**src/rtl/delay_slot_fetch_ctrl.sv**
```systemverilog
module delay_slot_fetch_ctrl #(
  parameter int AW = 32,
  parameter int STAGES = 8,
  parameter int RES_STAGE = 3,
  parameter logic [AW-1:0] RESET_PC = 'h100,
  parameter int STEP = 4
) (
  input  logic              clk,
  input  logic              rst_n,
  input  logic              fetch_is_branch,
  input  logic              resolve_valid,
  input  logic              resolve_taken,
  input  logic [AW-1:0]     resolve_target,
  output logic [AW-1:0]     fetch_pc,
  output logic [STAGES-1:0] stage_valid,
  output logic              squash,
  output logic              retire_valid,
  output logic [AW-1:0]     retire_pc
);
  localparam int NKILL = RES_STAGE - 1;
  localparam logic [STAGES-1:0] KILL_MASK = STAGES'((1 << NKILL) - 1);

  logic [STAGES-1:1] vld_q;
  logic [RES_STAGE:1] br_q;
  logic [AW-1:0] pc_q;
  logic [AW-1:0] spc_q [STAGES-1:1];

  wire slot_fetch = vld_q[1] & br_q[1];
  wire br_in = fetch_is_branch & ~slot_fetch;
  wire resolving = resolve_valid & vld_q[RES_STAGE] & br_q[RES_STAGE];
  wire [STAGES-1:0] occ = {vld_q, rst_n};

  assign squash = resolving & resolve_taken;
  assign stage_valid = squash ? (occ & ~KILL_MASK) : occ;
  assign fetch_pc = pc_q;
  assign retire_valid = vld_q[STAGES-1];
  assign retire_pc = spc_q[STAGES-1];

  always_ff @(posedge clk or negedge rst_n) begin
    if (!rst_n) begin
      vld_q <= '0;
      br_q  <= '0;
      pc_q  <= RESET_PC;
    end else begin
      vld_q <= stage_valid[STAGES-2:0];
      br_q  <= {br_q[RES_STAGE-1:1], br_in};
      pc_q  <= squash ? resolve_target : pc_q + AW'(STEP);
    end
  end

  always_ff @(posedge clk) begin
    spc_q[1] <= pc_q;
    for (int i = 2; i < STAGES; i++) spc_q[i] <= spc_q[i-1];
  end

  a_r5_target_next: assert property (@(posedge clk) disable iff (!rst_n)
    squash |=> fetch_pc == $past(resolve_target));
  a_r2_seq_step: assert property (@(posedge clk) disable iff (!rst_n)
    !squash |=> fetch_pc == $past(fetch_pc) + AW'(STEP));
  a_r4_killed_stay_dead: assert property (@(posedge clk) disable iff (!rst_n)
    squash |=> vld_q[NKILL:1] == '0);
  a_r3_slot_survives: assert property (@(posedge clk) disable iff (!rst_n)
    squash |=> vld_q[RES_STAGE]);
  a_r8_no_slot_branch: assert property (@(posedge clk) disable iff (!rst_n)
    (vld_q[RES_STAGE] & br_q[RES_STAGE]) |-> !(vld_q[RES_STAGE-1] & br_q[RES_STAGE-1]));
  a_r1_reset_quiet: assert property (@(posedge clk)
    !rst_n |-> (stage_valid == '0 && !squash && !retire_valid));
endmodule

```
**config.mk**
```make
export PLATFORM = sky130hd
export DESIGN_NAME = delay_slot_fetch_ctrl
export DESIGN_NICKNAME = d
export VERILOG_FILES = /design/src/rtl/delay_slot_fetch_ctrl.sv
export SDC_FILE = /design/constraint.sdc
export NUM_CORES = 1
export LEC_CHECK = 0
export ABC_AREA = 0
export ABC_CLOCK_PERIOD_IN_PS = 4600
export BUFFER_PORTS_ARGS = -buffer_cell sky130_fd_sc_hd__buf_2
export CORE_ASPECT_RATIO = 1.4
export CORE_UTILIZATION = 60
export CTS_BUF_LIST = sky130_fd_sc_hd__clkbuf_4
export DETAILED_ROUTE_END_ITERATION = 10
export GPL_TIMING_DRIVEN = 1
export HOLD_SLACK_MARGIN = 0.1
export PLACE_DENSITY = 0.93
export SLEW_MARGIN = 20
export SYNTH_ARGS = -nofsm -noshare
export SYNTH_HDL_FRONTEND = slang
export SYNTH_SLANG_ARGS = --single-unit
```
**constraint.sdc**
```tcl
create_clock -name clk -period 4.6 [get_ports clk]
set_clock_uncertainty 0.1 [all_clocks]
set_input_delay 0.92 -clock clk [delete_from_list [all_inputs] [get_ports clk]]
set_output_delay 0.92 -clock clk [all_outputs]
set_load 0.03 [all_outputs]
```
==> out/metrics.yaml <==
synthesis:
  yosys.area.top_type: "dfxtp_1"
  synth_edf_count: 0
  dominantRegCellSynth: "dfxtp_1"
  synth.distinct_cells: 31
  yosysWarnings: 0
  synth.most_common_cell: "dfxtp_1"
  postSynthCellCount: 442
  synth_area_leaders: "dfxtp_1, dfrtp_1, nand2_1, xor2_1, o21ai_0"
  syn_area_mm2: 0.00654
  synth.ff_latch_count: 266
  synth_common_cells: "dfxtp_1, nand2_1, dfrtp_1"
  avgSynthCellArea_um2: 14.8
  yosysSeqAreaShare_pct: 84.7
  synth_top_area_share_pct: 68.6
  synth.net_count: 480
  async_flop_share_pct: 15.8
timing:
  max_freq_ghz: 0.327
  final-hold-violation-count: 0
  fin_crit_ns: 3.06
  slew_viol_final: 0
  setup_violations: 0
  rsz0062_at_grt: "no"
  timing.max_slew.rel_slack_pct: 56.8
  fin_setup_tns_ns: 0
  min_period_over_period_pct: 66.5
  tightest_slew_ns: 0.643
  setup_slack_ns: 1.54
detailed_routing:
  post-route-drc-count: 0
  ant_nets: 0
  drtPass1Iterations: 4
  via_count: 3575
  wire_per_inst_um: 14.4
  drt_iter0_drc: 145
  routed_wl_um: 11000
  avgViaCountPerCell: 4.67
layout:
  fillers: 665
  nets: 630
  multi_input_area_um2: 893
  utilization_pct: 74.9
  area_growth_pct: 19.8
  ff_latch_area_mm2: 0.00554
  drive_gt1_share_pct: 31.0
  final_cells: 765
global_routing:
  top_usage_layer: "met2"
  gr-total-overflow: 0
  grt_pass1_vias: 3760
  met1_usage_pct: 22.3
  grtUsageTotal_pct: 20.4
  antenna_found_initial: 1
  grt_max_degree: 53
  grt_pass1_wl_um: 18000
  grt_use_met3_pct: 5.54
  use_met2_pct: 36.1
floorplanning:
  dieHeight_um: 126
  fp.coreArea_mm2: 0.0105
  io_pins: 111
  rows: 44
  die_area_mm2: 0.0113
  fp.dieW_um: 90.2
  initial_core_util_pct: 62.5
critical_path:
  arrival_ns: 2.04
  crit_path_start: "resolve_taken"
  worstPathRequired_ns: 3.58
  r2r_cells: 5
  r2r-start: "fetch_pc[8]$_DFF_PN1_"
  endpoint_kind: "primary output"
  rrSetupSlack_ns: 2.38
  startpoint_type: "input port"
  regToRegEndpoint: "fetch_pc[23]$_DFF_PN0_"
  cp_max_fo: 15
  crit_type: "input port to primary output"
clock_network:
  root_buffer: "clkbuf_4"
  insertion_delay_ns: 0.60
  clkSinkCount: 266
  tritoncts: "yes"
  cts_setup_buffers: 0
  cts_buffers: 52
  htreeDepth: 2
  cts-hold-fix-buffers: 0
  cts_buffer_depth: 3
  postCtsResizedCells: 0
  clk_pin_slew_ns: 0.07
hold_path:
  hold_depth: 0
  hold_class: "flip-flop to flip-flop"
  min-delay-start: "spc_q[3][16]$_DFF_P_"
  holdPathEnd: "spc_q[4][16]$_DFF_P_"
power_and_ir_drop:
  power_leakage_nw: 3.52
  power.total_mw: 5.69
  ir_drop_uv: 401
  pwr_density_cell_mw_per_mm2: 727
job:
  cap_violations: 0
placement:
  io_buffers: 110
  dpl.hpwl_um: 6970
  dp.cells: 676
  place_worst_setup_slack_ns: 1.52
  place_congestion: 0.794
run_status:
  run_status: "finished clean"
==> critical path, cell delays in order <==
cell and delay [ns]:
buf_2 0.09, nand4_1 0.47, and2_1 0.39, buf_2 0.18
==> power by group <==
part           leakage, nW  switching (mW)  internal [mW]
sequential            2.39           0.305           3.04
clock                0.384           0.761          0.811
combinational        0.750           0.561          0.215
total                 3.52            1.63           4.07
==> flip-flops by register name, summed over array words and instances, names as in the netlist <==
signal and count:
vld_q 7, spc_q 224, fetch_pc 32, br_q 3
==> kinds of logic after synthesis <==
kind of cell / Yosys count / share of synthesized area [%]
DFF: 266 / 84.7
and+or+nand+nor: 98 / 7.46
adders and majority gates: 1 / 0.191
xor gates and xnor gates: 27 / 3.62
AOI/OAI and AO/OA: 30 / 2.39
buffers and inverters: 20 / 1.68
==> cell type report <==
type	count	share of cell area, %
clock buffers	76	7.28
diodes	1	0.0319
multi-input cells	156	11.4
well taps	138	2.20
inverters	4	0.192
repair buffers	112	7.22
flip-flops and latches	266	70.7
clock inverters	12	0.974
==> layer usage <==
metal / vias up / share of wire, %
met3: 18 / 4.4
met5: - / 0
met1: 1678 / 40
met2: 121 / 54
li1: 1758 / -
met4: 0 / 2.1
==> cells in the final DEF, fill, tap and decap left out, drive strengths merged, types with 3 or more instances in the layout <==
cell type,count
dfxtp,224
buf,112
clkbuf,76
nand2,47
dfrtp,41
o21ai,24
xor2,17
nand3,12
clkinv,12
nand4,11
xnor2,10
and3,7
nor2,5
nor4,5
and2,4
inv,3
a21oi,3
nor3,3
and4,3
==> through the flow <==
step	hold WS [ns]	instance area, um^2
2_1_floorplan	0.210	6540
3_3_place_gp	0.209	7180
3_5_place_dp	0.212	7180
4_1_cts	0.205	7830
5_1_grt	0.197	7830
6_report	0.212	7830
==> worst max path at each step <==
| stage | end | slack (ns) | cells after the start |
|---|---|---|---|
| 2_1_floorplan | squash | 1.87 | 3 |
| 3_3_place_gp | stage_valid[1] | 1.55 | 4 |
| 3_5_place_dp | stage_valid[1] | 1.52 | 4 |
| 4_1_cts | stage_valid[1] | 1.48 | 3 |
| 5_1_grt | stage_valid[0] | 1.37 | 3 |
| 6_report | stage_valid[1] | 1.54 | 4 |
Power figures use the tool's default switching activity.
